$ cat src/rtl/nbr_refresh_inj.sv
module nbr_refresh_inj #(
  parameter int BANK_W = 3,
  parameter int ROWS   = 32768,
  parameter int DEPTH  = 4,
  parameter int DROP_W = 16,
  localparam int ROW_W = $clog2(ROWS)
) (
  input  logic              clk,
  input  logic              rst_n,
  input  logic [15:0]       seed,
  input  logic [15:0]       thresh,
  input  logic              close_valid,
  input  logic [BANK_W-1:0] close_bank,
  input  logic [ROW_W-1:0]  close_row,
  output logic              req_valid,
  input  logic              req_ready,
  output logic [BANK_W-1:0] req_bank,
  output logic [ROW_W-1:0]  req_row,
  output logic [DROP_W-1:0] drop_count
);
  localparam int PTR_W = (DEPTH > 1) ? $clog2(DEPTH) : 1;
  localparam int CNT_W = $clog2(DEPTH + 1);
  localparam logic [ROW_W-1:0] ROW_LAST = ROW_W'(ROWS - 1);
  localparam logic [PTR_W-1:0] PTR_LAST = PTR_W'(DEPTH - 1);

  logic [15:0] lfsr;
  logic [BANK_W-1:0] bank_q [DEPTH];
  logic [ROW_W-1:0]  row_q  [DEPTH];
  logic [PTR_W-1:0]  wr_ptr, rd_ptr;
  logic [CNT_W-1:0]  count;

  wire fb    = lfsr[15] ^ lfsr[13] ^ lfsr[12] ^ lfsr[10];
  wire hit   = close_valid && (lfsr < thresh);
  wire full  = (count == CNT_W'(DEPTH));
  wire push  = hit && !full;
  wire pop   = req_valid && req_ready;
  wire go_up = (close_row == '0) || (lfsr[0] && close_row != ROW_LAST);
  wire [ROW_W-1:0] tgt = go_up ? close_row + ROW_W'(1) : close_row - ROW_W'(1);

  assign req_valid = (count != '0);
  assign req_bank  = bank_q[rd_ptr];
  assign req_row   = row_q[rd_ptr];

  always_ff @(posedge clk) begin
    if (!rst_n) lfsr <= (seed == 16'd0) ? 16'd1 : seed;
    else        lfsr <= {lfsr[14:0], fb};
  end

  always_ff @(posedge clk) begin
    if (push) begin
      bank_q[wr_ptr] <= close_bank;
      row_q[wr_ptr]  <= tgt;
    end
  end

  always_ff @(posedge clk) begin
    if (!rst_n) begin
      wr_ptr     <= '0;
      rd_ptr     <= '0;
      count      <= '0;
      drop_count <= '0;
    end else begin
      if (push) wr_ptr <= (wr_ptr == PTR_LAST) ? '0 : wr_ptr + PTR_W'(1);
      if (pop)  rd_ptr <= (rd_ptr == PTR_LAST) ? '0 : rd_ptr + PTR_W'(1);
      case ({push, pop})
        2'b10:   count <= count + CNT_W'(1);
        2'b01:   count <= count - CNT_W'(1);
        default: count <= count;
      endcase
      if (hit && full && drop_count != '1) drop_count <= drop_count + DROP_W'(1);
    end
  end

  a_r2_lfsr_nonzero: assert property (@(posedge clk) disable iff (!rst_n)
    lfsr != 16'd0);

  a_r4_adjacent: assert property (@(posedge clk) disable iff (!rst_n)
    push |-> (tgt == close_row + ROW_W'(1)) || (tgt + ROW_W'(1) == close_row));

  a_r3_no_spurious: assert property (@(posedge clk) disable iff (!rst_n)
    (!close_valid || thresh == 16'd0) |=> !$rose(req_valid));

  a_r6_hold: assert property (@(posedge clk) disable iff (!rst_n)
    (req_valid && !req_ready) |=> req_valid && $stable(req_bank) && $stable(req_row));

  a_r6_count_bound: assert property (@(posedge clk) disable iff (!rst_n)
    count <= CNT_W'(DEPTH));

  a_r7_drop_inc: assert property (@(posedge clk) disable iff (!rst_n)
    (hit && full && drop_count != '1) |=> drop_count == $past(drop_count) + DROP_W'(1));
endmodule

$ cat config.mk
export PLATFORM = sky130hd
export DESIGN_NAME = nbr_refresh_inj
export DESIGN_NICKNAME = d
export VERILOG_FILES = /design/src/rtl/nbr_refresh_inj.sv
export SDC_FILE = /design/constraint.sdc
export NUM_CORES = 1
export LEC_CHECK = 0
export BUFFER_PORTS_ARGS = -buffer_cell sky130_fd_sc_hd__buf_4
export CAP_MARGIN = 0
export CORE_ASPECT_RATIO = 1.1
export CORE_MARGIN = 1
export CORE_UTILIZATION = 45
export CTS_BUF_LIST = sky130_fd_sc_hd__clkbuf_2 sky130_fd_sc_hd__clkbuf_4 sky130_fd_sc_hd__clkbuf_8
export DETAILED_ROUTE_END_ITERATION = 12
export GPL_TIMING_DRIVEN = 0
export PLACE_DENSITY = 0.67
export SLEW_MARGIN = 10
export SYNTH_ARGS = -nofsm -noshare
export SYNTH_HDL_FRONTEND = slang
export SYNTH_SLANG_ARGS = --single-unit
$ cat constraint.sdc
create_clock -name clk -period 12.8 [get_ports clk]
set_input_delay 2.56 -clock clk [delete_from_list [all_inputs] [get_ports clk]]
set_output_delay 2.56 -clock clk [all_outputs]
set_load 0.01 [all_outputs]
==> flow_metrics.env <==
export IMPL_layout_drive_gt1_share=0.298
export IMPL_grt_antenna_before_repair=0
export IMPL_fill_cells=1018
export IMPL_fin_nets=628
export IMPL_combPwrFrac=0.277
export IMPL_grt_max_degree=19
export IMPL_maxCapViolCount=0
export IMPL_slew_violations=0
export IMPL_finalWorstSetupSlack_ps=7020
export IMPL_io_buffer_count=87
export IMPL_yosys_top_cells_area="edfxtp_1, dfxtp_1, ha_1"
export IMPL_ys_flop_type="edfxtp_1"
export IMPL_utilization=0.565
export IMPL_seq_power_share=0.415
export IMPL_dpl_hpwl_mm=8.19
export IMPL_grt_pass1_vias=3922
export IMPL_synth_top_area_cell="edfxtp_1"
export IMPL_vias_per_cell=5.44
export IMPL_design_portCount=89
export IMPL_routed_wl_mm=11.1
export IMPL_status="completed"
export IMPL_avgSynthCellArea_sq_um=12.8
export IMPL_ctsResizeCount=0
export IMPL_r2r_start="lfsr[13]"
export IMPL_ys_ff_latch=113
export IMPL_ys_seq_area_frac=0.542
export IMPL_yosysWarnings=0
export IMPL_coreArea_sq_um=12000
export IMPL_clkPwrFrac=0.309
export IMPL_cp_data_required_time_ps=13020
export IMPL_slew_headroom=0.334
export IMPL_ir_worst_vdd_v=0.0000713
export IMPL_worst_pin_slew_ps=1000
export IMPL_rsz0062_at_grt="false"
export IMPL_mostFrequentLayoutCells="buf_4, edfxtp_1, dfxtp_1"
export IMPL_period_share=0.452
export IMPL_cts_tree="yes"
export IMPL_setup_viol=0
export IMPL_row_count=42
export IMPL_synth_edf_count=72
export IMPL_cp_arrival_ps=6000
export IMPL_async_flop_share=0
export IMPL_cts_buffers=17
export IMPL_design_die_area_sq_um=12700
export IMPL_drt_first_iter_violations=120
export IMPL_final_common_cell="buf_4"
export IMPL_synth_top_cell_area_share=0.393
export IMPL_grt_pass1_wl_mm=18.5
export IMPL_cts_htree_levels=4
export IMPL_p_leak_uw=0.00257
export IMPL_die_x_um=107
export IMPL_post_cts_buffers=0
export IMPL_hold_violations=0
export IMPL_power_switching_uw=322
export IMPL_hold_class="reg2reg"
export IMPL_gp_congestion=0.849
export IMPL_period_needed_ps=5780
export IMPL_preCtsSetupSlack_ps=6610
export IMPL_crit_type="in2reg"
export IMPL_num_vias=3829
export IMPL_drt_first_pass_iters=4
export IMPL_syn_inst=430
export IMPL_cts_path_max_buffers=2
export IMPL_die_h_um=118
export IMPL_cts_hold_buffers_added=0
export IMPL_fin_skew_ps=13.1
export IMPL_syn_to_final_growth_pct=23.0
export IMPL_critPathLaunch="close_row[0]"
export IMPL_initial_core_util=0.459
export IMPL_num_antenna_cells=0
export IMPL_setup_tns_ps=0
export IMPL_fmaxAchievable_ghz=0.173
export IMPL_insertion_delay_ps=430
export IMPL_p_per_area_nw_per_um2=166
export IMPL_path_max_fanout=10
export IMPL_holdCritStartpoint="lfsr[9]"
export IMPL_overflow=0
export IMPL_wire_per_inst_um=15.8
export IMPL_endpoint_kind="flop"
export IMPL_drcViolationCount=0
export IMPL_ant_nets=0
export IMPL_ys_types=51
export IMPL_clock_sinks=113
export IMPL_grt_usage=0.193
export IMPL_internal_power_uw=802
export IMPL_startpoint_type="input pin"
export IMPL_sw_frac_of_total=0.286
export IMPL_cts_reportedPaths_clkPinSlew_ps=70
export IMPL_syn_area_sq_um=5500
export IMPL_synth_net_count=521
export IMPL_cts_root_buf="clkbuf_8"
final timing paths:
kind / cells after the start / slack, ps / end
setup / recovery: 12 / 7020 / row_q[0][13]
hold reg to reg: 1 / 490 / lfsr[10]
hold / removal: 1 / 490 / lfsr[10]
setup reg to reg: 13 / 9500 / count[2]
power groups by stage:
stage / sequential (uW) / combinational (uW) / clock [uW]
2_1_floorplan: 469 / 210 / 0
3_3_place_gp: 471 / 305 / 0
3_5_place_dp: 474 / 315 / 0
4_1_cts: 466 / 316 / 353
5_1_grt: 469 / 347 / 371
6_report: 466 / 311 / 347
stage by stage:
step           total power [uW]  std cells  hold slack [ps]  instance area [sq um]
4_1_cts                    1140        704              497                   6770
3_5_place_dp                789        672              482                   6350
3_3_place_gp                776        671              472                   6350
5_1_grt                    1190        704              511                   6770
2_1_floorplan               678        430              454                   5500
6_report                   1120        704              491                   6770
worst max-delay path: stages:
cell	delay, ps
buf_4	120
nand4_1	100
or4_1	520
a32oi_1	710
buf_4	290
ha_1	250
a211oi_1	200
o21ai_0	160
o41a_1	380
a41o_1	290
a31oi_1	210
xnor2_1	200
cell type report:
cell class,instances,area [sq um],area share
clock inverter,13,159,0.0235
sequential,113,2980,0.441
clock buffer,19,255,0.0377
tap,154,193,0.0285
multi-input combinational,276,2350,0.348
timing repair buffer,88,661,0.0976
buffer,11,53.8,0.00795
inverter,30,113,0.0166
sequential cells by signal, summed over array words and instances, names as in the netlist, named ones only:
register,flops
row_q,60
drop_count,16
lfsr,16
bank_q,12
count,3
rd_ptr,2
wr_ptr,2
logic make-up (layout without fill, tap and decap cells):
logic type                 count (synthesis)  in the layout  share of synthesized area
xor gates and xnor gates                  19             19                     0.0302
buffers and inverters                     41            161                     0.0302
and+or+nand+nor                          102            102                      0.104
AOI/OAI and AO/OA                         81             81                     0.0948
DFF                                      113            113                      0.542
adders and majority gates                 37             37                     0.0869
muxes                                     37             37                      0.112
routing by layer:
| metal | global-route usage | wire (um) | vias to the layer above |
|---|---|---|---|
| li1 | - | - | 1884 |
| met1 | 0.228 | 4740 | 1827 |
| met2 | 0.323 | 5630 | 105 |
| met3 | 0.0637 | 660 | 13 |
| met4 | 0.0693 | 123 | 0 |
| met5 | 0 | 0 | - |
cell usage after synthesis, types with 10 or more instances:
master    count
nor2_1       11
o21ai_0      16
or4_1        14
inv_1        29
mux4_2       18
nand3_1      10
nand4_1      10
dfxtp_1      41
ha_1         35
mux2_2       15
edfxtp_1     72
a21oi_1      31
xnor2_1      13
nand2_1      21
nor4_1       10
No activity file was read; power rests on OpenSTA's default activity.
